--- src/rtl/rtc_pkg.sv ---
// Shared register addresses and event indices for the real-time counter.
// Assumes a word-addressed bus of at least 5 address bits.
package rtc_pkg;
    localparam int A_START   = 0;
    localparam int A_STOP    = 1;
    localparam int A_CLEAR   = 2;
    localparam int A_PRELOAD = 3;
    localparam int A_IEN_SET = 4;
    localparam int A_IEN_CLR = 5;
    localparam int A_EEN     = 6;
    localparam int A_EEN_SET = 7;
    localparam int A_EEN_CLR = 8;
    localparam int A_COUNT   = 9;
    localparam int A_DIV     = 10;
    localparam int A_EV_BASE = 16;
    localparam int A_CC_BASE = 24;
    // internal event vector index
    localparam int EV_STEP   = 0;
    localparam int EV_WRAP   = 1;
    localparam int EV_CMP0   = 2;
    // bus bit of compare channel 0 in the mask registers
    localparam int BIT_CMP0  = 16;
endpackage

--- src/rtl/rtc_prescaler.sv ---
// Tick divider: passes one of every div+1 tick enables as a counter step.
// Assumes restart is raised whenever div changes, so the phase stays <= div.
module rtc_prescaler #(
    parameter int PRE_W = 12
) (
    input  logic             clk,
    input  logic             rst_n,
    input  logic             run,
    input  logic             tick_en,
    input  logic             restart,
    input  logic [PRE_W-1:0] div,
    output logic             step
);
    logic [PRE_W-1:0] phase;

    // a step is the last tick of a phase, suppressed by a restart
    assign step = run & tick_en & ~restart & (phase == div);

    // phase counter advances on every tick while running
    always_ff @(posedge clk) begin
        if (!rst_n || restart)
            phase <= '0;
        else if (run && tick_en)
            phase <= (phase == div) ? '0 : phase + 1'b1;
    end


    phase_wrap_chk: assert property (@(posedge clk) disable iff (!rst_n)
        step |=> (phase == '0));

    phase_range_chk: assert property (@(posedge clk) disable iff (!rst_n)
        phase <= div);
endmodule

--- src/rtl/rtc_cmp_chan.sv ---
// One compare channel: holds a value and flags a step that lands on it.
// Assumes cnt_nxt is the counter value that the current step produces.
module rtc_cmp_chan #(
    parameter int CNT_W = 24
) (
    input  logic             clk,
    input  logic             rst_n,
    input  logic             wr,
    input  logic [CNT_W-1:0] wval,
    input  logic             step,
    input  logic [CNT_W-1:0] cnt_nxt,
    output logic [CNT_W-1:0] cc,
    output logic             hit
);
    // compare value register
    always_ff @(posedge clk) begin
        if (!rst_n)
            cc <= '0;
        else if (wr)
            cc <= wval;
    end

    // match only when a step makes the counter equal to the value
    assign hit = step && (cnt_nxt == cc);


    cc_load_chk: assert property (@(posedge clk) disable iff (!rst_n)
        wr |=> (cc == $past(wval)));
endmodule

--- src/rtl/rtc_counter.sv ---
// Real-time counter top: register decode, counter, flags, masks and interrupt.
// Assumes one bus access per cycle, NCMP <= 6 and CNT_W < DW.
module rtc_counter
    import rtc_pkg::*;
#(
    parameter int CNT_W     = 24,
    parameter int PRE_W     = 12,
    parameter int NCMP      = 4,
    parameter int TRIG_LEAD = 16,
    parameter int AW        = 5,
    parameter int DW        = 32,
    localparam int NEV      = NCMP + 2
) (
    input  logic          clk,
    input  logic          rst_n,
    input  logic          tick_en,
    input  logic          bus_sel,
    input  logic          bus_we,
    input  logic [AW-1:0] bus_addr,
    input  logic [DW-1:0] bus_wdata,
    output logic [DW-1:0] bus_rdata,
    output logic          irq,
    output logic [NEV-1:0] evt_out
);
    localparam logic [CNT_W-1:0] CNT_MAX  = '1;
    localparam logic [CNT_W-1:0] PRELOAD  = CNT_MAX - CNT_W'(TRIG_LEAD - 1);

    function automatic logic at(input logic [AW-1:0] ad, input int a);
        return ad == AW'(a);
    endfunction

    function automatic logic [DW-1:0] spread(input logic [NEV-1:0] m);
        logic [DW-1:0] w;
        w = '0;
        w[EV_STEP] = m[EV_STEP];
        w[EV_WRAP] = m[EV_WRAP];
        for (int i = 0; i < NCMP; i++) w[BIT_CMP0 + i] = m[EV_CMP0 + i];
        return w;
    endfunction

    logic             wr_any, go, halt, clr, trig, div_wr, step;
    logic             run;
    logic [CNT_W-1:0] cnt, cnt_nxt;
    logic [PRE_W-1:0] div;
    logic [NEV-1:0]   flg, ien, een, ev_raw, wmask;
    logic [NCMP-1:0]  hit;
    logic [CNT_W-1:0] cc [NCMP];
    logic             unused_wdata_hi;

    assign unused_wdata_hi = ^bus_wdata[DW-1:CNT_W];

    // command and write decode
    assign wr_any = bus_sel & bus_we;
    assign go     = wr_any & at(bus_addr, A_START)   & bus_wdata[0];
    assign halt   = wr_any & at(bus_addr, A_STOP)    & bus_wdata[0];
    assign clr    = wr_any & at(bus_addr, A_CLEAR)   & bus_wdata[0];
    assign trig   = wr_any & at(bus_addr, A_PRELOAD) & bus_wdata[0];
    assign div_wr = wr_any & at(bus_addr, A_DIV)     & ~run;

    // bus word to internal mask layout
    always_comb begin
        wmask[EV_STEP] = bus_wdata[0];
        wmask[EV_WRAP] = bus_wdata[1];
        for (int i = 0; i < NCMP; i++) wmask[EV_CMP0 + i] = bus_wdata[BIT_CMP0 + i];
    end

    // run state from start/stop commands
    always_ff @(posedge clk) begin
        if (!rst_n)    run <= 1'b0;
        else if (go)   run <= 1'b1;
        else if (halt) run <= 1'b0;
    end

    // divider setting, writable only while stopped
    always_ff @(posedge clk) begin
        if (!rst_n)      div <= '0;
        else if (div_wr) div <= bus_wdata[PRE_W-1:0];
    end

    rtc_prescaler #(.PRE_W(PRE_W)) i_presc (
        .clk(clk), .rst_n(rst_n), .run(run), .tick_en(tick_en),
        .restart(clr | trig | div_wr), .div(div), .step(step)
    );

    // main counter: commands take priority over a step
    assign cnt_nxt = cnt + 1'b1;
    always_ff @(posedge clk) begin
        if (!rst_n || clr) cnt <= '0;
        else if (trig)     cnt <= PRELOAD;
        else if (step)     cnt <= cnt_nxt;
    end


    cnt_hold_chk: assert property (@(posedge clk) disable iff (!rst_n)
        (!step && !clr && !trig) |=> $stable(cnt));

    div_lock_chk: assert property (@(posedge clk) disable iff (!rst_n)
        (run && wr_any && at(bus_addr, A_DIV)) |=> $stable(div));

    for (genvar i = 0; i < NCMP; i++) begin : g_chan
        rtc_cmp_chan #(.CNT_W(CNT_W)) i_chan (
            .clk(clk), .rst_n(rst_n),
            .wr(wr_any & at(bus_addr, A_CC_BASE + i)),
            .wval(bus_wdata[CNT_W-1:0]), .step(step), .cnt_nxt(cnt_nxt),
            .cc(cc[i]), .hit(hit[i])
        );
        assign ev_raw[EV_CMP0 + i] = hit[i];
    end

    assign ev_raw[EV_STEP] = step;
    assign ev_raw[EV_WRAP] = step && (cnt == CNT_MAX);


    wrap_flag_chk: assert property (@(posedge clk) disable iff (!rst_n)
        (step && cnt == CNT_MAX) |=> (cnt == '0 && flg[EV_WRAP]));

    for (genvar k = 0; k < NEV; k++) begin : g_flag
        // latched flag: hardware set wins over a software clear
        always_ff @(posedge clk) begin
            if (!rst_n)
                flg[k] <= 1'b0;
            else if (ev_raw[k])
                flg[k] <= 1'b1;
            else if (wr_any && at(bus_addr, A_EV_BASE + k) && !bus_wdata[0])
                flg[k] <= 1'b0;
        end
    end

    for (genvar i = 0; i < NCMP; i++) begin : g_cmp_chk

        cmp_flag_chk: assert property (@(posedge clk) disable iff (!rst_n)
            hit[i] |=> (flg[EV_CMP0 + i] && cnt == $past(cc[i])));
    end

    // interrupt mask with set and clear aliases
    always_ff @(posedge clk) begin
        if (!rst_n)                                ien <= '0;
        else if (wr_any && at(bus_addr, A_IEN_SET)) ien <= ien | wmask;
        else if (wr_any && at(bus_addr, A_IEN_CLR)) ien <= ien & ~wmask;
    end

    // event mask with direct, set and clear writes
    always_ff @(posedge clk) begin
        if (!rst_n)                                een <= '0;
        else if (wr_any && at(bus_addr, A_EEN))     een <= wmask;
        else if (wr_any && at(bus_addr, A_EEN_SET)) een <= een | wmask;
        else if (wr_any && at(bus_addr, A_EEN_CLR)) een <= een & ~wmask;
    end

    // one-cycle event pulses gated by the event mask
    always_ff @(posedge clk) begin
        if (!rst_n) evt_out <= '0;
        else        evt_out <= ev_raw & een;
    end

    assign irq = |(flg & ien);

    // register read mux
    always_comb begin
        bus_rdata = '0;
        if (at(bus_addr, A_IEN_SET) || at(bus_addr, A_IEN_CLR))
            bus_rdata = spread(ien);
        if (at(bus_addr, A_EEN) || at(bus_addr, A_EEN_SET) || at(bus_addr, A_EEN_CLR))
            bus_rdata = spread(een);
        if (at(bus_addr, A_COUNT))
            bus_rdata = DW'(cnt);
        if (at(bus_addr, A_DIV))
            bus_rdata = DW'(div);
        for (int k = 0; k < NEV; k++)
            if (at(bus_addr, A_EV_BASE + k)) bus_rdata = DW'(flg[k]);
        for (int i = 0; i < NCMP; i++)
            if (at(bus_addr, A_CC_BASE + i)) bus_rdata = DW'(cc[i]);
    end
endmodule

--- config.mk ---
export PLATFORM = sky130hd
export DESIGN_NAME = rtc_counter
export DESIGN_NICKNAME = d
export VERILOG_FILES = /design/src/rtl/rtc_pkg.sv /design/src/rtl/rtc_prescaler.sv /design/src/rtl/rtc_cmp_chan.sv /design/src/rtl/rtc_counter.sv
export SDC_FILE = /design/constraint.sdc
export NUM_CORES = 1
export LEC_CHECK = 0
export BUFFER_PORTS_ARGS = -buffer_cell sky130_fd_sc_hd__buf_4
export CELL_PAD_IN_SITES_DETAIL_PLACEMENT = 1
export CELL_PAD_IN_SITES_GLOBAL_PLACEMENT = 1
export CORE_MARGIN = 3
export CORE_UTILIZATION = 49
export CTS_CLUSTER_SIZE = 25
export DETAILED_ROUTE_END_ITERATION = 10
export GPL_TIMING_DRIVEN = 0
export PLACE_DENSITY = 0.95
export SLEW_MARGIN = 25
export SYNTH_ARGS = -nofsm -noshare
export SYNTH_HDL_FRONTEND = slang
export SYNTH_SLANG_ARGS = --single-unit
--- constraint.sdc ---
create_clock -name clk -period 8.7 [get_ports clk]
set_input_delay 1.74 -clock clk [delete_from_list [all_inputs] [get_ports clk]]
set_output_delay 1.74 -clock clk [all_outputs]
set_load 0.01 [all_outputs]
==> results.txt <==
The run finished with clean final reports. For the pin with the worst max-slew slack, the measured transition is 1.148 ns. The analysis attributes to cell leakage a power of 4.089 nW. Detailed placement ended at an HPWL of 33890 um. For the number of standard-cell rows in the floorplan, the log shows 52.

TritonCTS built the clock tree. The worst setup path is launched from an input pin. The floorplan step defined a die boundary enclosing 22720 sq um.

VDD sags by at most 128.5 uV. The largest single stage delay on the critical path is 0.57 ns. The filler cells instantiated in the layout total 2582.

The ratio of cells with drive above 1 in the final layout came out at 11.32%. Number of hold buffers added after CTS: 0. The number of antenna diodes in the final layout is 0.

After synthesis, the mean cell area works out to 7.575 sq um. The proportion of register bits with asynchronous set or reset after synthesis came out at 0%. Critical-path cell with the highest stage delay: sky130_fd_sc_hd__clkbuf_1. The post-CTS clock slew at the launch and capture registers of the worst setup and hold paths was 0.08 ns; the post-synth design cell area was 10260 sq um. The maximum fanout encountered on the critical timing path works out to 10. For the cell area after layout, the log shows 11600 sq um.

Summed over all instances, the cell type with the most area after synthesis is sky130_fd_sc_hd__dfxtp_1. Setup repair after global routing left no endpoint under its margin. In the final routed layout, each cell accounts on average for 26.40 um. For the number of cells upsized or downsized after cts, the log shows 0. The first TritonRoute pass finished after 7 iterations.

Synthesis produced a netlist whose cell count is 1355. Across the run, the number of max-cap violations was 0. The type of the worst setup path is input pin to primary output.

Wires add up to 45390 um. The logs give 1719 for the count of placed standard cells in the final layout, fillers left out and 1515 for the count of routing violations after the opening detailed-route iteration. The maximum frequency from static timing analysis came out at 155.3 MHz.

Power spread over the standard cell area amounts to 142.2 nW/um^2. Placeable core region: 20430 sq um. The clock tree root driver cell was sky130_fd_sc_hd__clkbuf_16.

Category of the worst setup path capture point: a primary output. The wire length of the first global-routing pass is 68670 um, and the number of clock sinks is 169. In the synthesized netlist the dominant register cell turns out to be sky130_fd_sc_hd__dfxtp_1.

The top cell type's share of synthesized area was 32.96%; the instance area at placement was 11040 sq um. Sorting the synthesized cells by area gives the leading types as sky130_fd_sc_hd__dfxtp_1, sky130_fd_sc_hd__nand2_1, sky130_fd_sc_hd__a21oi_1. The routability-driven placement congestion ratio was 1.057. The net count of the finished layout is 1480.

The logs give 0 for the antenna violation net count after detailed routing and 0 for the final global-route overflow total. The tools report the total negative slack for setup checks as 0 ns. From synthesis to final layout, the design area changed by 13.03%.

For the number of global-route vias before repair, the log shows 11590. Number of vias per cell: 6.735. The min-delay analysis places its worst path in the category flop to flop. After layout, the minimum clock period comes to 6.437 ns. The number of buffers added by the clock tree synthesis step is 17, and the count of buffers inserted at the top-level ports is 55. The detailed router placed 11580 vias in this run. The die boundary height is 150.7 um.

The max-slew violation count is 0. Synthesis instantiated 87 different standard cells from the library. The H-tree generated during clock tree synthesis spans 4 levels. The clock insertion delay at the later pin of the skew report was 0.44 ns. Traced cell by cell, the critical path runs through clkbuf_1 > clkinv_1 > nand3_1 > clkbuf_1 > clkbuf_1 > nor2_1 > a31oi_1 > a21oi_1 > a21oi_1 > buf_4. The die is 150.7 um wide.

Cell repeated most along the worst path: sky130_fd_sc_hd__clkbuf_1. STA puts the critical path data required time at 6.96 ns. The overall power consumption came out at 1.650 mW.

The tools report the post-CTS repair timing setup buffer count as 0. The aggregate global-route resource usage was 39.85%; the number of placed instances, taps included was 1687. The synthesized flop and latch total is 169. Initial antenna violation count: 1. Yosys synthesis warning count: 0. The worst-case clock buffer depth came out at 2. The worst pin sits at a relative slew slack of 21.46%. The arrival time of data at the critical path endpoint was 4.70 ns; the number of hold violations in the final report was 0.

Once layout is complete, the utilization of the core stands at 56.79%. Setup violations remaining at the end of the flow were counted as 0. The worst path uses 73.99% of the clock period. The worst setup skew after layout is 0.01106 ns, and the sequential area share after synthesis is 32.96%. The initial core utilization is 50.24%, and the maximum number of pins on one net before global-route repair is 18. After detailed routing, the number of remaining DRC violations is 0. In this run, synthesis inferred 0 flip-flops with an integrated enable. The run gives 81 as the count of pins on the block boundary.
final timing paths:
| path | start | end | slack, ns | cells past startpoint |
|---|---|---|---|---|
| setup / recovery | bus_addr[1] | bus_rdata[11] | 2.26 | 10 |
| hold / removal | flop | evt_out[3]$_SDFF_PN0_ | 0.47 | 2 |
| setup reg to reg | cnt[0]$_SDFFE_PP0P_ | evt_out[5]$_SDFF_PN0_ | 5.01 | 10 |
| hold reg to reg | flop | evt_out[3]$_SDFF_PN0_ | 0.47 | 2 |
synthesized netlist by cell type (all sizes together), types with 5 or more instances:
cell / n
and4: 5
a222oi: 13
nand2b: 9
a21oi: 168
xnor2: 64
a221o: 6
and3: 5
clkbuf: 68
nor3: 22
buf: 41
nand3: 36
a211oi: 6
nor2: 121
nand4: 29
o2111ai: 7
o21ai: 29
o211ai: 7
dfxtp: 169
a311oi: 25
nor3b: 6
a31oi: 19
and2: 8
mux2i: 15
o32ai: 5
nor4: 28
xor2: 54
nand2: 278
inv: 22
a22oi: 23
stage by stage:
stage,hold slack [ns],setup WS [ns]
6_report,0.4691,2.263
3_5_place_dp,0.4547,2.466
2_1_floorplan,0.4178,3.362
4_1_cts,0.4702,2.417
3_3_place_gp,0.4469,2.565
5_1_grt,0.4908,2.232
area by class of cell:
cell class,instances,area [sq um],area share [%]
clock inverters,14,131.4,1.132
flip-flops and latches,169,3383,29.16
inverters,24,90.09,0.7765
plain buffers,109,498.0,4.293
well taps,270,337.8,2.912
multi-input cells,1060,6319,54.47
repair buffers,55,412.9,3.559
clock buffers,18,429.2,3.699
layer usage:
metal	share of wire, %	global-route usage (%)
met1	38	49.92
met4	6.0	20.67
met5	0	0
met2	45	62.71
met3	12	10.81
worst max-delay path, delay by kind of cell:
kind	cells	cell delay (ns)
AOI/OAI and AO/OA	3	0.58
and+or+nand+nor	2	0.33
buffers and inverters	5	2.04
state kept, by name, summed over array words and instances, names as in the netlist, named ones only:
register and cells:
div 12, flg 6, run 1, i_presc.phase 12
evt_out 6, cnt 24, g_chan.i_chan.cc 96
cells in the final DEF (no fill, tap or decap), types with 13 or more instances in the layout:
cell type,count
sky130_fd_sc_hd__dfxtp_1,169
sky130_fd_sc_hd__a31oi_1,19
sky130_fd_sc_hd__a311oi_1,25
sky130_fd_sc_hd__buf_2,19
sky130_fd_sc_hd__mux2i_1,15
sky130_fd_sc_hd__o21ai_0,27
sky130_fd_sc_hd__nor2_1,120
sky130_fd_sc_hd__a222oi_1,13
sky130_fd_sc_hd__nor3_1,21
sky130_fd_sc_hd__clkbuf_16,17
sky130_fd_sc_hd__clkbuf_1,65
sky130_fd_sc_hd__nor4_1,15
sky130_fd_sc_hd__nand3_1,33
sky130_fd_sc_hd__a22oi_1,23
sky130_fd_sc_hd__nand4_1,25
sky130_fd_sc_hd__buf_4,71
sky130_fd_sc_hd__inv_1,21
sky130_fd_sc_hd__nand2_1,273
sky130_fd_sc_hd__xnor2_1,64
sky130_fd_sc_hd__a21oi_1,168
sky130_fd_sc_hd__xor2_1,54
power breakdown:
| group | internal, mW | switching [mW] |
|---|---|---|
| clock | 0.380 | 0.382 |
| sequential | 0.776 | 0.00431 |
| combinational | 0.0324 | 0.0757 |
cell families after synthesis:
logic type	Yosys count	synth area share (%)
other cells	1	0.03654
compound gates	344	21.66
fa+ha+maj	2	0.2438
buf+inv	133	5.730
mux	16	1.573
simple gates	570	27.28
xor+xnor	120	10.51
flops	169	32.96
Power figures use the tool's default switching activity.
